==> config.mk <==
export PLATFORM = sky130hd
export DESIGN_NAME = irq_share_agg
export DESIGN_NICKNAME = d
export VERILOG_FILES = /design/src/rtl/irq_agg_pkg.sv /design/src/rtl/irq_agg_pick.sv /design/src/rtl/irq_agg_route.sv /design/src/rtl/irq_agg_count.sv /design/src/rtl/irq_share_agg.sv
export SDC_FILE = /design/constraint.sdc
export NUM_CORES = 1
export LEC_CHECK = 0
export CELL_PAD_IN_SITES_DETAIL_PLACEMENT = 0
export CELL_PAD_IN_SITES_GLOBAL_PLACEMENT = 1
export CORE_MARGIN = 4
export CORE_UTILIZATION = 35
export DETAILED_ROUTE_END_ITERATION = 6
export HOLD_SLACK_MARGIN = 0.08
export PLACE_DENSITY = 0.87
export RECOVER_POWER = 100
export SLEW_MARGIN = 5
export SYNTH_ARGS = -nofsm -noshare
export SYNTH_HDL_FRONTEND = slang
export SYNTH_SLANG_ARGS = --single-unit
==> constraint.sdc <==
create_clock -name clk -period 7 [get_ports clk]
set_input_delay 0.7 -clock clk [delete_from_list [all_inputs] [get_ports clk]]
set_output_delay 0.7 -clock clk [all_outputs]
set_load 0.05 [all_outputs]
==> src/rtl/irq_agg_pkg.sv <==
package irq_agg_pkg;
  localparam int PINS_PER_SLOT = 4;

  function automatic int wrap_add(input int a, input int b, input int m);
    return (a + b) % m;
  endfunction
endpackage

==> src/rtl/irq_agg_pick.sv <==
// Lowest-index selector over the pending-change vector.
module irq_agg_pick #(
  parameter int N = 32,
  parameter int W = 5
) (
  input  logic [N-1:0] req,
  output logic         hit,
  output logic [W-1:0] idx
);
  always_comb begin
    hit = 1'b0;
    idx = '0;
    for (int i = N - 1; i >= 0; i--) begin
      if (req[i]) begin
        hit = 1'b1;
        idx = W'(i);
      end
    end
  end
endmodule

==> src/rtl/irq_agg_route.sv <==
// Swizzle: slot rotation on the local bus, then one rotation per bridge level.
module irq_agg_route #(
  parameter int                      NUM_LINES    = 4,
  parameter int                      BRIDGE_DEPTH = 2,
  parameter logic [BRIDGE_DEPTH*8-1:0] BRIDGE_SLOTS = {8'd2, 8'd1},
  parameter int                      IDX_W        = 5,
  parameter int                      LINE_W       = 2
) (
  input  logic [IDX_W-1:0]  src_idx,
  output logic [LINE_W-1:0] line_idx
);
  import irq_agg_pkg::*;

  logic [LINE_W-1:0] hop [BRIDGE_DEPTH+1];

  assign hop[0] = LINE_W'(wrap_add(int'(src_idx[1:0]), int'(src_idx >> 2), NUM_LINES));

  for (genvar k = 0; k < BRIDGE_DEPTH; k++) begin : g_hop
    assign hop[k+1] = LINE_W'(wrap_add(int'(hop[k]), int'(BRIDGE_SLOTS[k*8 +: 8]), NUM_LINES));
  end

  assign line_idx = hop[BRIDGE_DEPTH];
endmodule

==> src/rtl/irq_agg_count.sv <==
// Per-line source counters, registered line drive and sticky error.
module irq_agg_count #(
  parameter int NUM_LINES = 4,
  parameter int CNT_W     = 6,
  parameter int MAX_CNT   = 32,
  parameter int LINE_W    = 2
) (
  input  logic                       clk,
  input  logic                       rst,
  input  logic                       step,
  input  logic [LINE_W-1:0]          step_line,
  input  logic                       step_up,
  input  logic                       load,
  input  logic [NUM_LINES*CNT_W-1:0] load_cnt,
  output logic [NUM_LINES*CNT_W-1:0] cnt_q,
  output logic [NUM_LINES-1:0]       line_q,
  output logic                       err_q
);
  logic [NUM_LINES*CNT_W-1:0] cnt_d;
  logic [CNT_W-1:0]           cur;
  logic                       bad;

  always_comb begin
    cnt_d = cnt_q;
    bad   = 1'b0;
    cur   = cnt_q[step_line*CNT_W +: CNT_W];
    if (load) begin
      cnt_d = load_cnt;
    end else if (step) begin
      if (step_up) begin
        if (cur == CNT_W'(MAX_CNT)) bad = 1'b1;
        else cnt_d[step_line*CNT_W +: CNT_W] = cur + 1'b1;
      end else begin
        if (cur == '0) bad = 1'b1;
        else cnt_d[step_line*CNT_W +: CNT_W] = cur - 1'b1;
      end
    end
  end

  always_ff @(posedge clk) begin
    if (rst) begin
      cnt_q  <= '0;
      line_q <= '0;
      err_q  <= 1'b0;
    end else begin
      cnt_q <= cnt_d;
      err_q <= err_q | bad;
      for (int i = 0; i < NUM_LINES; i++) line_q[i] <= |cnt_d[i*CNT_W +: CNT_W];
    end
  end

  AST_ERR_STICKY: assert property (@(posedge clk) disable iff (rst) $past(err_q) |-> err_q);

  for (genvar i = 0; i < NUM_LINES; i++) begin : g_chk
    AST_LINE_TRACKS_CNT: assert property (@(posedge clk) disable iff (rst)
      line_q[i] == (cnt_q[i*CNT_W +: CNT_W] != '0));
    AST_SINGLE_STEP: assert property (@(posedge clk) disable iff (rst)
      !$past(load) |-> (cnt_q[i*CNT_W +: CNT_W] == $past(cnt_q[i*CNT_W +: CNT_W]) ||
                        cnt_q[i*CNT_W +: CNT_W] == $past(cnt_q[i*CNT_W +: CNT_W]) + 1'b1 ||
                        cnt_q[i*CNT_W +: CNT_W] + 1'b1 == $past(cnt_q[i*CNT_W +: CNT_W])));
  end
endmodule

==> src/rtl/irq_share_agg.sv <==
module irq_share_agg #(
  parameter int                        NUM_SLOTS    = 8,
  parameter int                        NUM_LINES    = 4,
  parameter int                        BRIDGE_DEPTH = 2,
  parameter logic [BRIDGE_DEPTH*8-1:0] BRIDGE_SLOTS = {8'd2, 8'd1},
  parameter int                        RS_W         = 8,
  localparam int NUM_SRC = NUM_SLOTS * irq_agg_pkg::PINS_PER_SLOT,
  localparam int CNT_W   = $clog2(NUM_SRC + 1)
) (
  input  logic                       clk,
  input  logic                       rst,
  input  logic [NUM_SRC-1:0]         pin_lvl,
  input  logic                       rs_valid,
  input  logic [RS_W-1:0]            rs_lines,
  input  logic [NUM_LINES*CNT_W-1:0] rs_cnt,
  input  logic [NUM_SRC-1:0]         rs_lvl,
  output logic [NUM_LINES-1:0]       irq_line,
  output logic [NUM_LINES*CNT_W-1:0] cnt_out,
  output logic [NUM_SRC-1:0]         lvl_out,
  output logic                       err,
  output logic                       rs_reject
);
  localparam int IDX_W  = $clog2(NUM_SRC);
  localparam int LINE_W = $clog2(NUM_LINES);

  logic [NUM_SRC-1:0] lvl_q;
  logic [NUM_SRC-1:0] pending;
  logic               hit;
  logic [IDX_W-1:0]   idx;
  logic [LINE_W-1:0]  line_idx;
  logic               accept;
  logic               step;
  logic               rej_q;

  assign pending = pin_lvl ^ lvl_q;
  assign accept  = rs_valid && (rs_lines == RS_W'(NUM_LINES));
  assign step    = hit && !rs_valid;

  irq_agg_pick #(.N(NUM_SRC), .W(IDX_W)) u_pick (
    .req(pending), .hit(hit), .idx(idx)
  );

  irq_agg_route #(
    .NUM_LINES(NUM_LINES), .BRIDGE_DEPTH(BRIDGE_DEPTH), .BRIDGE_SLOTS(BRIDGE_SLOTS),
    .IDX_W(IDX_W), .LINE_W(LINE_W)
  ) u_route (
    .src_idx(idx), .line_idx(line_idx)
  );

  irq_agg_count #(
    .NUM_LINES(NUM_LINES), .CNT_W(CNT_W), .MAX_CNT(NUM_SRC), .LINE_W(LINE_W)
  ) u_count (
    .clk(clk), .rst(rst), .step(step), .step_line(line_idx), .step_up(pin_lvl[idx]),
    .load(accept), .load_cnt(rs_cnt), .cnt_q(cnt_out), .line_q(irq_line), .err_q(err)
  );

  always_ff @(posedge clk) begin
    if (rst) begin
      lvl_q <= '0;
      rej_q <= 1'b0;
    end else begin
      rej_q <= rs_valid && !accept;
      if (accept) lvl_q <= rs_lvl;
      else if (step) lvl_q[idx] <= pin_lvl[idx];
    end
  end

  assign lvl_out   = lvl_q;
  assign rs_reject = rej_q;

  AST_ONE_PIN_PER_CYCLE: assert property (@(posedge clk) disable iff (rst)
    !$past(rs_valid) |-> ($countones(lvl_q ^ $past(lvl_q)) <= 1));
  AST_REJECT_HOLDS: assert property (@(posedge clk) disable iff (rst)
    rs_reject |-> ($stable(cnt_out) && $stable(lvl_q)));
  AST_REJECT_PULSE: assert property (@(posedge clk) disable iff (rst)
    rs_reject |=> !rs_reject || $past(rs_valid));
endmodule

==> impl_metrics.ini <==
[floorplan]
rows = 46
die_y_um = 136
fp.coreArea_sq_um = 16000
dieArea_sq_um = 18600
initial_utilization_pct = 36.0
ios = 161
fp.dieW_um = 136

[finish]
syn_to_final_growth_pct = 39.3
multi_input_comb_area_sq_um = 4230
nNetsFinal = 1048
drive_gt1_share_pct = 8.99
nFillCells = 1620
regArea_sq_um = 1240
final_core_util_pct = 50.2

[synthesis]
yosysTopAreaCell = dfxtp_1
netlist_top_cells_area = dfxtp_1, nor2_1, nand2_1, xnor2_1, xor2_1
synth-main-ff-cell = dfxtp_1
syn_avg_cell_area_sq_um = 7.41
yosysTopAreaCellShare_pct = 21.5
synth-seq-area-share_pct = 21.5
synth.distinct_cells = 86
syn-num-nets = 886
synth_async_sr_flop_share_pct = 0
yosys.cell_count.top_type = nor2_1
synth_cells = 778
synth_area_sq_um = 5770
ys_warn_count = 0
synthTopCellsByCount = nor2_1, nand2_1, dfxtp_1
ys_ff_latch = 62
synth_edf_count = 0

[timing]
finalHoldViolCount = 0
max_slew_margin_pct = 5.17
fin_setup_tns_ns = 0
setup_viol = 0
drv_slew = 0
post-route-min-period_ns = 6.70
timing.fmax_mhz = 149
finalClockSkew_ns = 0.0102
finalCritPeriodShare_pct = 95.8
rsz0062_at_grt = no
tightestPinTransition_ns = 1.42

[cts]
clockRootBuffer = clkbuf_16
clockBufferDepth = 2
insertion_delay_ns = 0.35
cts_made_buffers = 9
clkTransAtPathRegs_ns = 0.06
cts_tree = built
cts.sinks = 62
htreeDepth = 3

[setup_path]
crit_required_ns = 7.19
slowest_stage = or4_4
startpoint_type = input pin
arrival_ns = 6.89
rrSetupSlack_ns = 0.76
critPathMaxStageDelay_ns = 0.51
critical_path_class = in2reg
critPathMaxFanout = 6
crit_path_end_kind = flop
worstPathCellList = clkdlybuf4s50_1, xor2_1, a211o_1, a2111oi_0, buf_4, o211a_1, o21ai_1, nand2_1, ha_1, nor3_1, mux2_2, o211a_1, or2_4, mux4_2, ha_1, inv_1, or3_1, or4_4, and3_1, a222oi_1, buf_4, o221ai_1, nor4b_2, a41oi_1

[placed_design]
gp_congestion = 1.02
dp_hpwl_um = 19900
portBuffers = 160

[global_route]
grt.busiest_layer = met2
antenna_found_initial = 0
grt_use_met2_pct = 38.7
met1_usage_pct = 38.5
grt_pass1_vias = 6676
grt_use_met3_pct = 5.29
grt_max_degree = 63
grt_pass1_wl_um = 38000
global_route.overflow_total = 0
grtUsageTotal_pct = 26.4

[pwr]
pwr-share-comb_pct = 47.8
p_clk_share_pct = 28.7
p_per_area_nw_per_um2 = 202
power.share.sequential_pct = 23.5
p_leak_nw = 3.01
peakVddDrop_uv = 126
switching_share_pct = 42.9
intPower_uw = 927
p_switching_uw = 697

[run]
maxCapViolCount = 0

[min_path]
min_path_type = reg2reg

[detailed_routing]
drt_iter0_markers = 958
viasPerCell = 6.11
firstDrtPassIters = 7
routed_wirelength_um = 25300
avgRoutedWirePerCell_um = 21.8
drc = 0
drtAntennaViolNets = 0
via_count = 7116

[run_status]
status = complete, no violations
-- layout make-up --
cell class,count,area share (%)
clock buffers,11,3.02
multi-input cells,638,52.6
well taps,216,3.36
diodes,3,0.0934
flip-flops and latches,62,15.4
clock inverters,5,0.732
inverters,31,1.45
repair buffers,198,23.3
-- critical path: cells and delay by family --
kind | cells | cell delay [ns]
compound gates | 8 | 2.07
xor+xnor | 1 | 0.20
fa+ha+maj | 2 | 0.40
buf+inv | 4 | 0.95
mux | 2 | 0.52
simple gates | 7 | 2.03
-- timing repair --
item / 4_1_cts / 5_1_grt
gates resized for setup: 0 / 2
setup buffers: 0 / 0
hold buffers: 0 / 0
endpoints found under the setup margin: 0 / 2
-- kinds of logic after synthesis --
kind of cell               after synthesis  synth area share [%]
adders and majority gates               10                  2.13
and+or+nand+nor                        313                  26.3
DFF                                     62                  21.5
xor gates and xnor gates                55                  8.35
muxes                                   30                  6.98
buffers and inverters                   78                  5.38
AOI/OAI and AO/OA                      230                  29.3
-- final timing paths --
check                start                end  depth (start not counted)
max            pin_lvl[31]  u_count.line_q[3]                         24
min          u_count.err_q      u_count.err_q                          2
max reg2reg    lvl_out[31]  u_count.line_q[3]                         23
min reg2reg  u_count.err_q      u_count.err_q                          2
-- metrics by stage --
step	hold slack, ns	power, mW	cell area (sq um)	instances	setup slack (ns)
floorplan	0.713	0.875	5770	778	0.702
global placement	0.482	1.15	7730	1145	0.196
detailed placement	0.489	1.15	7730	1145	0.107
CTS	0.503	1.61	8030	1161	0.432
global route	0.537	1.69	8030	1161	0.0662
finish	0.490	1.62	8040	1164	0.297
-- per-layer routing --
metal | vias to the layer above | routed length (um)
li1 | 3257 | -
met1 | 3363 | 11200
met2 | 435 | 10800
met3 | 61 | 2650
met5 | - | 0
met4 | 0 | 668
-- power by group through the flow --
| stage | registers, mW | logic [mW] | clock network, mW |
|---|---|---|---|
| floorplan | 0.429 | 0.446 | 0 |
| global placement | 0.391 | 0.761 | 0 |
| detailed placement | 0.390 | 0.757 | 0 |
| CTS | 0.383 | 0.760 | 0.468 |
| global route | 0.384 | 0.824 | 0.484 |
| finish | 0.382 | 0.776 | 0.466 |
-- flip-flops by register name (all words and copies together), names as in the netlist --
signal and count:
rs_reject 1, u_count.line_q 4, u_count.cnt_q 24, u_count.err_q 1, lvl_out 32
-- placed cells by master (no fill, tap or decap), drive strengths merged, types with 20 or more instances in the layout --
cell | synthesis | routed
a211oi | 25 | 25
o21ai | 35 | 35
a21oi | 28 | 28
mux2i | 20 | 20
dlygate4sd3 | 0 | 64
nand2 | 83 | 83
nor2 | 98 | 98
dfxtp | 62 | 62
nor3 | 22 | 22
xor2 | 24 | 24
xnor2 | 31 | 31
buf | 6 | 37
nand3 | 34 | 34
inv | 31 | 31
clkdlybuf4s50 | 0 | 95
Power figures use the tool's default switching activity.
